## src/rtl/dbhs_pkg.sv

```systemverilog
package dbhs_pkg;
  localparam int CNT_W = 8;
  localparam int LEN_W = 8;
  localparam logic [7:0] HS_FUNC = 8'h42;

  typedef enum logic [1:0] {
    HS_IDLE = 2'd0,
    HS_REQ  = 2'd1,
    HS_REP  = 2'd2,
    HS_FIN  = 2'd3
  } hs_state_e;
endpackage

```

## src/rtl/dbhs_req_sink.sv

```systemverilog
module dbhs_req_sink
  import dbhs_pkg::*;
#(
  parameter int RQ_AW = 8
) (
  input  logic             clk,
  input  logic             rst_n,
  input  logic             start,
  input  logic [CNT_W-1:0] cnt,
  input  logic             wr_word,
  input  logic [31:0]      wdata,
  output logic             acc,
  output logic             pend,
  output logic             drained,
  output logic             req_we,
  output logic [RQ_AW-1:0] req_idx,
  output logic [31:0]      req_data
);
  logic [CNT_W-1:0] left_q, left_n;
  logic             pend_q, pend_n;
  logic [31:0]      hold_q;
  logic             hold_en;
  logic [RQ_AW-1:0] idx_q, idx_n;

  always_comb begin
    acc     = wr_word && (left_q != '0) && !pend_q;
    hold_en = acc;
    pend_n  = acc;
    left_n  = left_q;
    if (start)    left_n = cnt;
    else if (acc) left_n = left_q - 1'b1;
    idx_n = idx_q;
    if (start)       idx_n = '0;
    else if (pend_q) idx_n = idx_q + 1'b1;
  end

  always_ff @(posedge clk or negedge rst_n) begin
    if (!rst_n) begin
      left_q <= '0;
      pend_q <= 1'b0;
      idx_q  <= '0;
      hold_q <= '0;
    end else begin
      left_q <= left_n;
      pend_q <= pend_n;
      idx_q  <= idx_n;
      if (hold_en) hold_q <= wdata;
    end
  end

  assign pend     = pend_q;
  assign req_we   = pend_q;
  assign req_idx  = idx_q;
  assign req_data = hold_q;
  assign drained  = (left_q == '0) && !pend_q;


  one_cycle_pend_chk: assert property (@(posedge clk) disable iff (!rst_n)
    pend_q |=> !pend_q);


  idx_step_chk: assert property (@(posedge clk) disable iff (!rst_n)
    (req_we && !start) |=> (req_idx == $past(req_idx) + 1'b1));
endmodule

```

## src/rtl/dbhs_reply_seq.sv

```systemverilog
module dbhs_reply_seq
  import dbhs_pkg::*;
#(
  parameter int MIN_WORDS = 5
) (
  input  logic             clk,
  input  logic             rst_n,
  input  logic             start_rep,
  input  logic             show,
  input  logic             adv,
  input  logic [31:0]      rep_data,
  output logic [LEN_W-1:0] rep_addr,
  output logic [15:0]      half,
  output logic             last
);
  localparam int HW_W = LEN_W + 1;
  localparam logic [LEN_W-1:0] MIN_L = LEN_W'(MIN_WORDS);

  logic [HW_W-1:0]  hidx_q, hidx_n;
  logic [HW_W-1:0]  total_q, total_n;
  logic [LEN_W-1:0] len_raw, len_eff;

  always_comb begin
    len_raw = rep_data[16 +: LEN_W];
    len_eff = (len_raw < MIN_L) ? MIN_L : len_raw;
    hidx_n  = hidx_q;
    if (start_rep) hidx_n = '0;
    else if (adv)  hidx_n = hidx_q + 1'b1;
    total_n = total_q;
    if (start_rep)                          total_n = {MIN_L, 1'b0};
    else if (show && hidx_q == HW_W'(1))    total_n = {len_eff, 1'b0};
  end

  always_ff @(posedge clk or negedge rst_n) begin
    if (!rst_n) begin
      hidx_q  <= '0;
      total_q <= '0;
    end else begin
      hidx_q  <= hidx_n;
      total_q <= total_n;
    end
  end

  assign rep_addr = hidx_q[HW_W-1:1];
  assign half     = hidx_q[0] ? rep_data[31:16] : rep_data[15:0];
  assign last     = (hidx_q == total_q - 1'b1);


  reply_bound_chk: assert property (@(posedge clk) disable iff (!rst_n)
    adv |-> (hidx_q < total_q));
endmodule

```

## src/rtl/dbhs_ctrl.sv

```systemverilog
module dbhs_ctrl
  import dbhs_pkg::*;
#(
  parameter int            AW     = 8,
  parameter logic [AW-1:0] DB_OFS = 'h00,
  parameter logic [AW-1:0] IS_OFS = 'h30
) (
  input  logic             clk,
  input  logic             rst_n,
  input  logic             reg_wr,
  input  logic [AW-1:0]    reg_addr,
  input  logic [7:0]       func,
  input  logic [CNT_W-1:0] cnt,
  input  logic             acc,
  input  logic             drained,
  input  logic             last,
  output hs_state_e        st,
  output logic             db_int,
  output logic             proto_err,
  output logic             start,
  output logic             wr_word,
  output logic             start_rep,
  output logic             show,
  output logic             adv
);
  hs_state_e st_q, st_n;
  logic      db_q, db_n;
  logic      sh_q, sh_n;
  logic      err_q, err_n;
  logic      wr_db, wr_is;

  always_comb begin
    wr_db     = reg_wr && (reg_addr == DB_OFS);
    wr_is     = reg_wr && (reg_addr == IS_OFS);
    st_n      = st_q;
    db_n      = db_q;
    sh_n      = sh_q;
    err_n     = err_q;
    start     = 1'b0;
    wr_word   = 1'b0;
    start_rep = 1'b0;
    show      = 1'b0;
    adv       = 1'b0;
    if (wr_is) db_n = 1'b0;
    unique case (st_q)
      HS_IDLE: begin
        if (wr_db && func == HS_FUNC) begin
          start = 1'b1;
          db_n  = 1'b1;
          sh_n  = 1'b0;
          err_n = 1'b0;
          if (cnt == '0) begin
            st_n      = HS_REP;
            start_rep = 1'b1;
          end else begin
            st_n = HS_REQ;
          end
        end
      end
      HS_REQ: begin
        if (wr_db) begin
          wr_word = 1'b1;
          if (!acc) err_n = 1'b1;
        end
        if (drained) begin
          st_n      = HS_REP;
          start_rep = 1'b1;
        end
      end
      HS_REP: begin
        if (wr_db) err_n = 1'b1;
        if (wr_is) begin
          if (sh_q) begin
            adv  = 1'b1;
            sh_n = 1'b0;
            if (last) st_n = HS_FIN;
          end
        end else if (!db_q && !sh_q) begin
          show = 1'b1;
          db_n = 1'b1;
          sh_n = 1'b1;
        end
      end
      HS_FIN: begin
        if (wr_db) err_n = 1'b1;
        if (wr_is) begin
          if (sh_q) begin
            sh_n = 1'b0;
            st_n = HS_IDLE;
          end
        end else if (!db_q && !sh_q) begin
          db_n = 1'b1;
          sh_n = 1'b1;
        end
      end
      default: st_n = HS_IDLE;
    endcase
  end

  always_ff @(posedge clk or negedge rst_n) begin
    if (!rst_n) begin
      st_q  <= HS_IDLE;
      db_q  <= 1'b0;
      sh_q  <= 1'b0;
      err_q <= 1'b0;
    end else begin
      st_q  <= st_n;
      db_q  <= db_n;
      sh_q  <= sh_n;
      err_q <= err_n;
    end
  end

  assign st        = st_q;
  assign db_int    = db_q;
  assign proto_err = err_q;


  start_ack_chk: assert property (@(posedge clk) disable iff (!rst_n)
    start |=> (db_int && st != HS_IDLE));


  status_clear_chk: assert property (@(posedge clk) disable iff (!rst_n)
    wr_is |=> !db_int);


  err_cause_chk: assert property (@(posedge clk) disable iff (!rst_n)
    $rose(proto_err) |-> $past(wr_db));


  fin_exit_chk: assert property (@(posedge clk) disable iff (!rst_n)
    (st == HS_IDLE && $past(st) == HS_FIN) |-> $past(wr_is));
endmodule

```

## src/rtl/dbell_hs_engine.sv

```systemverilog
module dbell_hs_engine
  import dbhs_pkg::*;
#(
  parameter int            AW        = 8,
  parameter logic [AW-1:0] DB_OFS    = 'h00,
  parameter logic [AW-1:0] IS_OFS    = 'h30,
  parameter int            RQ_AW     = 8,
  parameter int            MIN_WORDS = 5
) (
  input  logic             clk,
  input  logic             rst_n,
  input  logic             reg_wr,
  input  logic [AW-1:0]    reg_addr,
  input  logic [31:0]      reg_wdata,
  output logic [31:0]      reg_rdata,
  input  logic [3:0]       dev_state,
  output logic             req_we,
  output logic [RQ_AW-1:0] req_idx,
  output logic [31:0]      req_data,
  output logic [LEN_W-1:0] rep_addr,
  input  logic [31:0]      rep_data,
  output logic             proto_err
);
  hs_state_e   st;
  logic        db_int, start, wr_word, start_rep, show, adv;
  logic        acc, pend, drained, last;
  logic [15:0] half;
  logic        busy;

  dbhs_ctrl #(.AW(AW), .DB_OFS(DB_OFS), .IS_OFS(IS_OFS)) u_ctrl (
    .clk(clk), .rst_n(rst_n), .reg_wr(reg_wr), .reg_addr(reg_addr),
    .func(reg_wdata[31:24]), .cnt(reg_wdata[23:16]),
    .acc(acc), .drained(drained), .last(last),
    .st(st), .db_int(db_int), .proto_err(proto_err), .start(start),
    .wr_word(wr_word), .start_rep(start_rep), .show(show), .adv(adv)
  );

  dbhs_req_sink #(.RQ_AW(RQ_AW)) u_sink (
    .clk(clk), .rst_n(rst_n), .start(start), .cnt(reg_wdata[23:16]),
    .wr_word(wr_word), .wdata(reg_wdata), .acc(acc), .pend(pend),
    .drained(drained), .req_we(req_we), .req_idx(req_idx),
    .req_data(req_data)
  );

  dbhs_reply_seq #(.MIN_WORDS(MIN_WORDS)) u_reply (
    .clk(clk), .rst_n(rst_n), .start_rep(start_rep), .show(show),
    .adv(adv), .rep_data(rep_data), .rep_addr(rep_addr), .half(half),
    .last(last)
  );

  assign busy = (st != HS_IDLE);

  always_comb begin
    reg_rdata = '0;
    if (reg_addr == DB_OFS) begin
      if (st == HS_REP) reg_rdata = {16'h0000, half};
      else              reg_rdata = {dev_state, busy, 27'h0};
    end else if (reg_addr == IS_OFS) begin
      reg_rdata = {pend, 30'h0, db_int};
    end
  end


  idle_quiet_chk: assert property (@(posedge clk) disable iff (!rst_n)
    !busy |-> !req_we);


  reply_only_busy_chk: assert property (@(posedge clk) disable iff (!rst_n)
    show |=> (busy && db_int));
endmodule

```

## config.mk

```make
export PLATFORM = sky130hd
export DESIGN_NAME = dbell_hs_engine
export DESIGN_NICKNAME = d
export VERILOG_FILES = /design/src/rtl/dbhs_pkg.sv /design/src/rtl/dbhs_req_sink.sv /design/src/rtl/dbhs_reply_seq.sv /design/src/rtl/dbhs_ctrl.sv /design/src/rtl/dbell_hs_engine.sv
export SDC_FILE = /design/constraint.sdc
export NUM_CORES = 1
export LEC_CHECK = 0
export BUFFER_PORTS_ARGS = -buffer_cell sky130_fd_sc_hd__buf_2
export CORE_MARGIN = 2
export CORE_UTILIZATION = 32
export DETAILED_ROUTE_END_ITERATION = 12
export PLACE_DENSITY_LB_ADDON = 0.15
export RECOVER_POWER = 50
export SYNTH_ARGS = -nofsm -noshare
export SYNTH_HDL_FRONTEND = slang
export SYNTH_SLANG_ARGS = --single-unit
```

## constraint.sdc

```tcl
create_clock -name clk -period 3.2 [get_ports clk]
set_input_delay 0.32 -clock clk [delete_from_list [all_inputs] [get_ports clk]]
set_output_delay 0.32 -clock clk [all_outputs]
set_load 0.05 [all_outputs]
```

After elaboration in Yosys (flattened, before gate mapping) --
Cells that the tools add are included.
Word-level totals: RAM bits 0, input bits 79, memories kept 0, output and inout bits 82, latch bits 0, register bits after elaboration 72, logic and storage cells 108, bits in read-only memories 0
Cells by class: shifts and indexed selects 0, reductions and logical operators 26, magnitude comparators 1, div/mod/pow operators 0, mux-type cells 49, $mul 0, $add $sub $neg 4, bitwise operators 0, equality and inequality tests 18
Operator list (count):
- $mux 32 | 3
- $mux 8 | 5
- $mux 9 | 4
- $logic_not 8->1 | 3
- $mux 1 | 23
- $mux 16 | 1
- $mux 2 | 8
- $ne 2x1->1 const B | 7
- $reduce_bool 2->1 | 6
- $add 9x1->9 const B | 1
- $eq 9x1->1 const B | 1
- $eq 9x9->1 | 1
- $sub 9x1->9 const B | 1
- $add 8x1->8 const B | 1
- $eq 8x6->1 const B | 1
- $eq 8x7->1 const B | 1
- $logic_and 1x1->1 | 8
- $lt 8x3->1 const B | 1
- $pmux 2 s4 | 1
- $reduce_bool 8->1 | 1
- $sub 8x1->8 const B | 1
- $reduce_and 7->1 | 1
- $ne 2x2->1 const B | 3
- $pmux 1 s2 | 3
- other kinds (9) | 12

Longest topological paths before layout --
Gate-level depths: netlist of run 1.
word-level depth 9, depth in mapped cells 10, depth with buffers taken out 8

By module --
A second synthesis of run 1 with hierarchy kept.
Second synthesis, totals: cell total of the unflattened synthesis 400, area total of the unflattened synthesis 4222.8 µm²
Modules (own cells, without submodules):
- dbhs_req_sink | seq. area each 1226.2 µm², instances 1, cells an instance 162, area an instance 2104.5 µm²
- dbhs_reply_seq | seq. area each 425.4 µm², instances 1, cells an instance 130, area an instance 1283.7 µm²
- dbhs_ctrl | seq. area each 125.1 µm², instances 1, cells an instance 63, area an instance 501.7 µm²
- dbell_hs_engine | seq. area each 0.0 µm², instances 1, cells an instance 45, area an instance 332.8 µm²

Worst setup path after synthesis of run 1 --
Ideal clock, no wire load.
kind input -> output, start input reg_addr[1], end output reg_rdata[10], data arrival time 2181 ps, cell stages on the path 5, setup slack 699 ps, path buffers 1, data required time 2880 ps, path through or4_4 nor2_2 nand3_1 clkbuf_1 nor2_1
Between the ends: longest elaborated chain between the ends 2
RTL lines:
- from (decl) | RTL line dbell_hs_engine.sv:13 | input logic [AW-1:0] reg_addr,
- $logic_not 8->1 | RTL line dbell_hs_engine.sv:55 | if (reg_addr == DB_OFS) begin
- $mux 32 | RTL line dbell_hs_engine.sv:55
- to (decl) | RTL line dbell_hs_engine.sv:15 | output logic [31:0] reg_rdata,
No other way between the ends.

Worst setup path after layout of run 1 --
start register u_ctrl.st_q[0] (netlist: u_ctrl.st[0]), end output reg_rdata[3]
Between the ends: longest elaborated chain between the ends 3
RTL lines:
- from (decl) | RTL line dbhs_ctrl.sv:26 | hs_state_e st_q, st_n;
- from (signal assigned) | RTL line dbhs_ctrl.sv:107 | st_q <= st_n;
- $eq 2x2->1 | RTL line dbell_hs_engine.sv:56 | if (st == HS_REP) reg_rdata = {16'h0000, half};
- $mux 32 | RTL line dbell_hs_engine.sv:56
- $mux 32 | RTL line dbell_hs_engine.sv:55
No other way between the ends.

==> results of run 1 <==
-- worst register-to-register path, stage by stage (launching register included) --
cell and delay, ns:
dfrtp_1 0.41, inv_1 0.12, ha_1 0.36, nor4b_2 0.26, nand4b_1 0.11, or4_1 0.58, a31oi_4 0.32, nand3b_1 0.11
a21oi_1 0.15
-- sequential cells by signal, summed over array words and instances (netlist names) --
register,cells
u_sink.req_data,32
u_reply.hidx_q,9
u_ctrl.st,2
u_sink.req_idx,8
u_sink.pend,1
u_ctrl.db_int,1
u_sink.left_q,8
u_ctrl.proto_err,1
u_reply.total_q,8
u_ctrl.sh_q,1
-- metrics by stage --
stage                     instances  util (%)
after global placement          781      39.2
after floorplan                 498         -
final                           797      41.3
after CTS                       797      41.7
after global routing            797      41.3
after detailed placement        781      39.2
-- path summary, 6_finish.rpt --
| path | end | slack [ns] |
|---|---|---|
| hold / removal | u_sink.req_data[14] | 0.17 |
| hold reg to reg | u_sink.req_data[31] | 0.46 |
| setup / recovery | reg_rdata[3] | 0.63 |
| setup reg to reg | u_reply.total_q[2] | 0.72 |
| min in group asynchronous | u_reply.total_q[3] | 0.45 |
| max in group asynchronous | u_sink.left_q[1] | 1.65 |
-- cells by family after synthesis --
family,Yosys count,share of synthesized area [%]
muxes,19,4.62
other,1,0.0893
DFF,71,42.3
buffers and inverters,53,6.85
and+or+nand+nor,249,27.7
adders and majority gates,10,2.98
AOI/OAI and AO/OA,55,9.21
xor gates and xnor gates,30,6.26
-- metal layers --
metal | up-vias | track usage [%] | part of all wire [%]
li1 | 1871 | - | -
met5 | - | 0 | 0
met2 | 94 | 26.4 | 49
met4 | 0 | 6.62 | 1.7
met3 | 13 | 3.09 | 4.7
met1 | 1762 | 20.2 | 45
-- power groups by stage --
stage | registers, uW | logic [uW] | clock network [uW]
2_1_floorplan | 998 | 357 | 0
3_3_place_gp | 980 | 526 | 0
3_5_place_dp | 981 | 534 | 0
4_1_cts | 964 | 536 | 1120
5_1_grt | 969 | 588 | 1160
6_report | 966 | 535 | 1080
-- layout make-up --
type	count	area [sq um]
multi-input combinational	374	2180
timing repair buffer	152	724
inverter	12	45.0
fill	1358	7460
sequential	71	1780
clock buffer	10	229
tap	172	215
clock inverter	6	92.6
-- layout by cell type, fill, tap and decap left out, drive strengths merged, types with 4 or more instances in the layout --
cell      n
conb     11
buf     116
a21oi    12
o21ai    17
nand4    10
nand2   126
dfrtp    71
nor4      9
nand3     7
inv      14
o21bai    4
ha       10
nor2b     6
nand2b    4
clkbuf   46
mux2i    16
xnor2    16
xor2     14
and3      6
nor3      9
nor2     50
and2      6
==> summary.md, run 1 <==
| Metric | Value |
|---|---|
| Antenna Violating Nets Remaining | `0` |
| Worst-case reg-to-reg path depth | `8` |
| Clock tree from TritonCTS | `yes` |
| GR Util All Layers | `15.9%` |
| Max Clk Rate | `a little under 0.4 GHz` |
| Buffers plus inverters on the worst setup path | `2` |
| Fraction of post-synthesis cell area in the top cell type by area | `between 40% and 50%` |
| Most instantiated flip-flop cell in the synthesis netlist | `dfrtp_1` |
| Post-route setup slack | `0.629 ns` |
| Number of iterations in the first detailed-routing pass | `4` |
| Power density over the cells | `between 400 and 500 nW/um^2` |
| Crit-path slowest cell | `nand3_1` |
| Cell Int Power | `between 1500 and 2000 uW` |
| Dpl ws | `between 0.6 and 0.7 ns` |
| Htree depth | `3` |
| Yosys warning total | `0` |
| Required time at the endpoint of the critical path | `~2.9 ns` |
| Post-synth top cells | `126 x nand2_1, 71 x dfrtp_1, 49 x nor2_1` |
| Arrival time at the worst endpoint | `~2.3 ns` |
| Clock slew at the register clock pins of the worst setup and hold paths | `roughly 0.06 ns` |
| MaxCap Viol Count | `1` |
| # diodes | `0` |
| Post-CTS setup-driven buffer insertion count | `0` |
| Library cell with the highest instance count after synthesis | `nand2_1` |
| Combined area of all synthesized cells | `between 4000 and 5000 sq um` |
| Final slew viol count | `72` |
| Initial antenna violation count | `0` |
| Netlist cell types | `between 60 and 70` |
| Worst-Margin Slew | `1.82 ns` |
| Fraction of power consumed by the clock network | `roughly two fifths` |
| Combinational Power Share | `between 20% and 30%` |
| Post-layout minimum cycle time | `~2.6 ns` |
| Total Neg Setup Slack | `0 ns` |
| Number of design-rule violations left by the first detailed-router iteration | `156` |
| Synthesis-stage register bit count | `71` |
| Category of cells accounting for the largest share of critical-path delay | `simple AND/OR/NAND/NOR gates` |
| Nets@finish | `between 700 and 800` |
| Run status | `finished, violations left` |
| Cts repair resizes | `0` |
| Dominant cells by area after synthesis | `dfrtp_1 42%, nand2_1 11%, nor2_1 4.4%` |
| Die Outline Area | `~14000 sq um` |
| CTS Buf Count | `9` |
| Congestion Overflow GR | `0` |
| Endpoint class of the critical path | `output pin` |
| Classification of the worst setup path | `reg -> out` |
| CTS Hold Buffers Added | `0` |
| Part of the cycle the worst path needs | `roughly 80%` |
| Proportion of total power due to net switching | `29.2%` |
| Post-Route Hold Slack | `0.175 ns` |
| Placed instance area | `4980 sq um` |
| Core Region | `roughly 13000 sq um` |
| Path class of the lowest-slack min-delay path | `in -> reg` |
| Clock root buffer | `clkbuf_16` |
| Total of buffers placed on input and output ports | `149` |
| Average cell area after synthesis | `between 8 and 9 sq um` |
| Peak supply drop | `between 200 and 250 uV` |
| Slew Limit Headroom | `-21.1%` |
| Area growth syn-to-layout | `25.2%` |
| Final routed DRC violation total | `0` |
| Violations in the final reports | `capacitance limit, slew limit` |
| Number of sinks driven by the clock tree | `~70` |
| Vias in the first global route | `roughly 3600` |
| Placer's final routability congestion estimate | `around 0.8` |
| Largest net degree at the start of global routing | `72` |
| Sequential cell area fraction in the yosys report | `around 42%` |
| Cell breakdown of the critical path | `inv_1 > ha_1 > nand3_1 > nor2_1 > buf_2` |
| Part of the total power dissipated in sequential elements | `between 30% and 40%` |
| Wire length per cell | `approximately 14 um` |
| HPWL after detailed placement | `8080 um` |
| Biggest fanout along the worst timing path | `15` |
| Start of the worst register-to-register path | `u_ctrl.st[0]` |
| Cell type with the largest total area after synthesis | `dfrtp_1` |
| Total number of placement rows | `between 40 and 50` |
| Crit. path cell count | `5` |
| Worst setup path startpoint | `u_ctrl.st[0]` |
| Peak per-stage delay on the critical path | `0.49 ns` |
| Vias after detailed routing | `approximately 3700` |
| Maximum buffer depth of the clock tree | `2` |
| Per-cell via count in the routed design | `between 4 and 5` |
| Setup repair after global routing missed its margin | `no` |
| Leakage Power | `about 0.0025 uW` |
| Horizontal die dimension | `approximately 120 um` |
| Async S/R FF share, synth | `100%` |
| Final wirelength | `10800 um` |
| Wire length of the first global-routing pass | `approximately 18000 um` |
| Starting density of the core | `about 33%` |
| Total power consumption of the routed design | `2590 uW` |
| Die height | `about 120 um` |
| Number of cells on the worst hold path | `3` |
| Post-Synthesis Cells | `between 400 and 500` |
| Final hold viol count | `0` |
| Net switching component of the power | `755 uW` |
| Number of failing setup endpoints in the final timing report | `0` |
| Share of final-layout standard cells stronger than drive strength 1 | `about a quarter` |
| Clock latency on the worst-skew pair | `roughly 0.34 ns` |
| Layout Skew | `0.00709 ns` |
| EDFF count, synth | `0` |
| Worst Min Path Start | `reg_wdata[14]` |
| I/O Pins | `roughly 160` |
| Startpoint type of the worst setup path | `flop` |
| Post-route cell area | `5260 sq um` |
Power figures use the tool's default switching activity.
==> run 2, diff against run 1 <==
==> constraint.sdc (replaced) <==
create_clock -name clk -period 2.4 [get_ports clk]
set_input_delay 0.24 -clock clk [delete_from_list [all_inputs] [get_ports clk]]
set_output_delay 0.24 -clock clk [all_outputs]
set_load 0.05 [all_outputs]
==> summary.md, run 2 (synthesis gave the netlist of run 1 again) <==
| Metric | Value |
|---|---|
| Run status | `finished, violations left` |
| Final routed DRC violation total | `0 (unchanged)` |
| Peak supply drop | `320 uV (+49%)` |
| Congestion Overflow GR | `0 (unchanged)` |
| Vias in the first global route | `3751 (+3.4%)` |
| Fraction of power consumed by the clock network | `37.5% (-4.5 points)` |
| Total number of placement rows | `41 (unchanged)` |
| Most common library cell in the layout ignoring fill and taps | `nand2_1` |
| Antenna Violating Nets Remaining | `0 (unchanged)` |
| Largest net degree at the start of global routing | `72 (unchanged)` |
| Startpoint type of the worst setup path | `flop` |
| Horizontal die dimension | `119 um (unchanged)` |
| Clock slew at the register clock pins of the worst setup and hold paths | `0.06 ns (about the same)` |
| Path class of the lowest-slack min-delay path | `in -> reg` |
| Max Clk Rate | `approximately 0.44 GHz` |
| Required time at the endpoint of the critical path | `2.16 ns (-0.72 ns)` |
| Final non-filler cell total | `812 (+1.9%)` |
| Final hold viol count | `0 (unchanged)` |
| Die height | `119 um (unchanged)` |
| Post-route setup slack | `0.124 ns (-0.505 ns)` |
| Htree depth | `3 (unchanged)` |
| Biggest fanout along the worst timing path | `8 (-7)` |
| Part of the cycle the worst path needs | `94.8%` |
| Post-Route Hold Slack | `0.0924 ns (-0.0822 ns)` |
| Post-layout minimum cycle time | `about 2.3 ns` |
| Cell Int Power | `2250 uW (+23%)` |
| MaxCap Viol Count | `1 (unchanged)` |
| Initial antenna violation count | `0 (unchanged)` |
| Die Outline Area | `14100 sq um (unchanged)` |
| HPWL after detailed placement | `8410 um (+4.1%)` |
| Vias after detailed routing | `3771 (+0.83%)` |
| Placer's final routability congestion estimate | `0.794 (-0.20%)` |
| Combinational Power Share | `23.1% (+2.4 points)` |
| Slew Limit Headroom | `-23.0% (-1.9 points)` |
| Endpoint class of the critical path | `output pin` |
| Share of final-layout standard cells stronger than drive strength 1 | `26.3% (+2.4 points)` |
| Layout Skew | `0.00784 ns (+0.000753 ns)` |
| Number of sinks driven by the clock tree | `71 (unchanged)` |
| Wire length per cell | `13.8 um (+1.2%)` |
| Maximum buffer depth of the clock tree | `2 (unchanged)` |
| Clock latency on the worst-skew pair | `0.34 ns (about the same)` |
| Arrival time at the worst endpoint | `2.04 ns (-0.21 ns)` |
| Clock tree from TritonCTS | `yes` |
| Net switching component of the power | `1020 uW (+35%)` |
| CTS Buf Count | `9 (unchanged)` |
| I/O Pins | `161 (unchanged)` |
| Area growth syn-to-layout | `27.2%` |
| Starting density of the core | `33.0% (unchanged)` |
| Proportion of total power due to net switching | `31.2% (+2.0 points)` |
| Part of the total power dissipated in sequential elements | `39.4% (+2.1 points)` |
| Commonest non-fill, non-tap cells in the layout | `126 x nand2_1, 113 x buf_2, 71 x dfrtp_1, 48 x nor2_1, 34 x clkbuf_1` |
| Final wirelength | `11200 um (+3.2%)` |
| Max reg flops | `32 (unchanged)` |
| Power density over the cells | `612 nW/um^2 (+25%)` |
| Dpl ws | `0.180 ns (-0.447 ns)` |
| Final slew viol count | `72 (unchanged)` |
| Per-cell via count in the routed design | `4.64 (-1.0%)` |
| Wire length of the first global-routing pass | `18600 um (+2.4%)` |
| Total power consumption of the routed design | `3270 uW (+26%)` |
| Violations in the final reports | `capacitance limit, slew limit` |
| Nets@finish | `725 (+2.3%)` |
| Number of iterations in the first detailed-routing pass | `4 (unchanged)` |
| Number of design-rule violations left by the first detailed-router iteration | `190 (+22%)` |
| Clock root buffer | `clkbuf_16` |
| Worst-Margin Slew | `1.84 ns (+0.0284 ns)` |
| Number of failing setup endpoints in the final timing report | `0 (unchanged)` |
| Total Neg Setup Slack | `0 ns (unchanged)` |
| Total of buffers placed on input and output ports | `149 (unchanged)` |
| GR Util All Layers | `16.5% (+0.56 points)` |
| Setup repair after global routing missed its margin | `no` |
| Core Region | `12700 sq um (unchanged)` |
| Post-CTS setup-driven buffer insertion count | `0 (unchanged)` |
| Number of fill cells | `1346 (-0.88%)` |
| Leakage Power | `0.00260 uW (+2.5%)` |
| Classification of the worst setup path | `reg -> out` |
| # diodes | `0 (unchanged)` |
| Placed Cells | `797 (+2.0%)` |
run 2: layer usage:
metal  wire length (um)  track usage [%]  up-vias  part of all wire, %
li1                   -                -     1898                    -
met1               4980             20.6     1774                   44
met2               5530             27.7       89                   49
met3                490             3.23       10                  4.4
met4                187             6.62        0                  1.7
met5                  0                0        -                    0
run 2: per-stage QoR:
stage / util (%) / instance area [sq um]
3_3_place_gp: 40.1 / 5100
3_5_place_dp: 40.1 / 5100
4_1_cts: 42.3 / 5380
6_report: 42.0 / 5340
5_1_grt: 42.0 / 5340
2_1_floorplan: - / 4240
run 2: critical path: stages, from the launching register on:
cell and delay, ns:
dfrtp_1 0.40, inv_1 0.10, ha_1 0.22, buf_4 0.17, clkinvlp_4 0.14, and3_1 0.24
nor2b_1 0.20, buf_4 0.22
run 2: path summary, 6_finish.rpt:
check / start / endpoint / slack, ns / depth (start not counted)
hold reg to reg: u_sink.req_data[13] / u_sink.req_data[13] / 0.46 / 2
max in group asynchronous: rst_n / u_sink.req_data[17] / 0.91 / 1
hold / removal: reg_wdata[0] / u_sink.req_data[0] / 0.09 / 3
setup reg to reg: u_reply.total_q[2] / u_ctrl.st[0] / 0.18 / 8
setup / recovery: u_ctrl.st[0] / reg_rdata[27] / 0.12 / 7
min in group asynchronous: rst_n / u_sink.req_data[24] / 0.42 / 1
run 2: layout make-up:
type                       count  area (sq um)  area share (%)
clock inverter                 6          47.5           0.890
sequential                    71          1780            33.3
clock buffer                   9           225            4.22
multi-input combinational    374          2180            40.8
timing repair buffer         168           848            15.9
inverter                      12          48.8           0.914
tap                          172           215            4.03
run 2: power groups by stage:
stage / registers (uW) / logic, uW / clock network [uW]
2_1_floorplan: 1330 / 476 / 0
3_3_place_gp: 1310 / 740 / 0
3_5_place_dp: 1310 / 751 / 0
4_1_cts: 1290 / 754 / 1270
5_1_grt: 1290 / 835 / 1330
6_report: 1290 / 754 / 1230
run 2: repair_timing:
| action | in CTS | in global routing |
|---|---|---|
| endpoints found under the setup margin | 1 | 5 |
| gates cloned | 0 | 0 |
| pin swaps | 0 | 0 |
| resized for setup | 1 | 2 |
| hold buffers | 0 | 0 |
==> run 3, diff against run 2 <==
--- a/config.mk
+++ b/config.mk
@@ -11,6 +11,7 @@
 export DETAILED_ROUTE_END_ITERATION = 12
 export PLACE_DENSITY_LB_ADDON = 0.15
 export RECOVER_POWER = 50
+export SETUP_SLACK_MARGIN = 0.3
 export SYNTH_ARGS = -nofsm -noshare
 export SYNTH_HDL_FRONTEND = slang
 export SYNTH_SLANG_ARGS = --single-unit
==> summary.md, run 3 (synthesis gave the netlist of run 1 again) <==
| Metric | Value |
|---|---|
| Number of sinks driven by the clock tree | `71 (unchanged)` |
| Vias in the first global route | `3697 (-1.4%)` |
| Htree depth | `3 (unchanged)` |
| Max reg flops | `32 (unchanged)` |
| Number of fill cells | `1308 (-2.8%)` |
| CTS Buf Count | `9 (unchanged)` |
| Clock slew at the register clock pins of the worst setup and hold paths | `0.06 ns (about the same)` |
| Share of final-layout standard cells stronger than drive strength 1 | `34.4% (+8.1 points)` |
| Buffers plus inverters on the worst setup path | `5 (+1)` |
| Total of buffers placed on input and output ports | `149 (unchanged)` |
| Worst setup path startpoint | `u_ctrl.st[0]` |
| Maximum buffer depth of the clock tree | `2 (unchanged)` |
| Category of cells accounting for the largest share of critical-path delay | `buffers and inverters` |
| Final wirelength | `11900 um (+6.7%)` |
| Endpoint class of the critical path | `output pin` |
| Leakage Power | `0.00279 uW (+7.1%)` |
| Nets@finish | `748 (+3.2%)` |
| Slew Limit Headroom | `29.6% (+53 points)` |
| I/O Pins | `161 (unchanged)` |
| Number of failing setup endpoints in the final timing report | `0 (unchanged)` |
| Start of the worst register-to-register path | `u_ctrl.st[0]` |
| MaxCap Viol Count | `0 (-1)` |
| Number of design-rule violations left by the first detailed-router iteration | `159 (-16%)` |
| Required time at the endpoint of the critical path | `2.16 ns (about the same)` |
| Total number of placement rows | `41 (unchanged)` |
| Area growth syn-to-layout | `42.3%` |
| Vias after detailed routing | `3940 (+4.5%)` |
| Dpl ws | `0.115 ns (-0.0652 ns)` |
| Core Region | `12700 sq um (unchanged)` |
| Die height | `119 um (unchanged)` |
| Final routed DRC violation total | `0 (unchanged)` |
| Largest net degree at the start of global routing | `42 (-42%)` |
| Commonest non-fill, non-tap cells in the layout | `126 x nand2_1, 91 x buf_2, 69 x dfrtp_1, 36 x buf_4, 36 x clkbuf_1` |
| Run status | `complete, no violations` |
| Wire length per cell | `14.3 um (+3.8%)` |
| Max Clk Rate | `0.472 GHz (+7.4%)` |
| Arrival time at the worst endpoint | `1.88 ns (-0.16 ns)` |
| Post-layout minimum cycle time | `2.12 ns (-0.157 ns)` |
| Clock tree from TritonCTS | `yes` |
| Crit-path slowest cell | `dfrtp_1` |
| Cell breakdown of the critical path | `inv_2 > ha_4 > buf_4 > buf_8 > clkinvlp_4 > and3_4 > and2_4 > buf_6` |
| Path class of the lowest-slack min-delay path | `in -> reg` |
| Horizontal die dimension | `119 um (unchanged)` |
| Classification of the worst setup path | `reg -> out` |
| Clock root buffer | `clkbuf_16` |
| Congestion Overflow GR | `0 (unchanged)` |
| Antenna Violating Nets Remaining | `0 (unchanged)` |
| Die Outline Area | `14100 sq um (unchanged)` |
| Placer's final routability congestion estimate | `0.800 (+0.76%)` |
| Peak per-stage delay on the critical path | `0.41 ns (about the same)` |
| Number of iterations in the first detailed-routing pass | `4 (unchanged)` |
| Worst Min Path Start | `reg_wdata[14]` |
| Final hold viol count | `0 (unchanged)` |
| Power density over the cells | `610 nW/um^2 (-0.42%)` |
| Clock latency on the worst-skew pair | `0.34 ns (about the same)` |
| Wire length of the first global-routing pass | `19100 um (+2.8%)` |
| Layout Skew | `0.00678 ns (-0.00106 ns)` |
| Starting density of the core | `33.0% (unchanged)` |
| Post-route setup slack | `0.281 ns (+0.157 ns)` |
| Peak supply drop | `332 uV (+3.7%)` |
| Initial antenna violation count | `0 (unchanged)` |
| GR Util All Layers | `16.9% (+0.49 points)` |
| Per-cell via count in the routed design | `4.72 (+1.6%)` |
| Biggest fanout along the worst timing path | `8 (unchanged)` |
| Part of the cycle the worst path needs | `88.3% (-6.5 points)` |
| Most common library cell in the layout ignoring fill and taps | `nand2_1` |
| Worst-Margin Slew | `1.06 ns (-0.788 ns)` |
| Startpoint type of the worst setup path | `flop` |
| HPWL after detailed placement | `8760 um (+4.2%)` |
| Final slew viol count | `0 (-100%)` |
| # diodes | `0 (unchanged)` |
| Total Neg Setup Slack | `0 ns (unchanged)` |
| Setup repair after global routing missed its margin | `yes` |
[run 3: cell count changes in the layout (fill, tap and decap cells not counted), sizes merged]
cell / change
or2: +2
clkbuf: +8
buf: +13
clkinvlp: +1
clkinv: -4
dlygate4sd3: +1
bufinv: +1
bufbuf: +1
[run 3: final timing paths]
kind / to / slack, ns / depth (start not counted)
hold / removal: u_sink.req_data[14] / 0.1 / 3
setup / recovery: reg_rdata[29] / 0.28 / 8
min in group asynchronous: u_reply.total_q[4] / 0.63 / 2
max in group asynchronous: u_reply.hidx_q[0] / 0.72 / 3
hold reg to reg: u_sink.req_data[30] / 0.46 / 2
setup reg to reg: u_reply.total_q[2] / 0.30 / 8
[run 3: metal layers]
layer | global-route usage (%) | up-vias | routed length (um)
met1 | 22.3 | 1851 | 5310
met2 | 27.4 | 117 | 5800
met3 | 4.30 | 16 | 662
met4 | 4.91 | 0 | 165
met5 | 0 | - | 0
li1 | - | 1956 | -
[run 3: what timing repair did]
action	CTS	global route
gates resized for setup	27	70
pin swaps	2	23
endpoints found under the hold margin	39	0
gates cloned	2	2
endpoints found under the setup margin	70	66
setup buffers	5	11
hold buffers	1	0
[run 3: cell type report]
type	instances	area, sq um	area share, %
repair buffers	189	1190	19.8
clock inverters	4	53.8	0.900
clock buffers	11	253	4.23
flip-flops and latches	71	1780	29.8
inverters	12	48.8	0.816
multi-input cells	376	2440	40.8
well taps	172	215	3.60
[run 3: worst register-to-register path: stages (launching register included)]
cell	delay, ns
dfrtp_1	0.41
inv_2	0.10
ha_4	0.14
nor4b_4	0.18
nand4b_1	0.12
or4_4	0.55
a31oi_4	0.27
nand3b_1	0.13
a21oi_2	0.12
[run 3: metrics by stage]
step / util (%) / total power (uW) / cells / area (sq um) / hold slack (ns)
detailed placement: 40.8 / 2080 / 799 / 5200 / 0.272
global placement: 40.8 / 2060 / 799 / 5200 / 0.273
CTS: 44.7 / 3540 / 822 / 5680 / 0.0858
floorplan: - / 1820 / 498 / 4320 / -0.0556
finish: 47.0 / 3640 / 835 / 5980 / 0.0955
global route: 47.0 / 3820 / 835 / 5980 / 0.0930
[run 3: where the power goes]
| part | total [uW] | switching [uW] | leakage [uW] | internal (uW) |
|---|---|---|---|---|
| registers | 1300 | 53.7 | 0.000927 | 1250 |
| clock network | 1390 | 528 | 0.000144 | 859 |
| logic | 957 | 513 | 0.00172 | 444 |
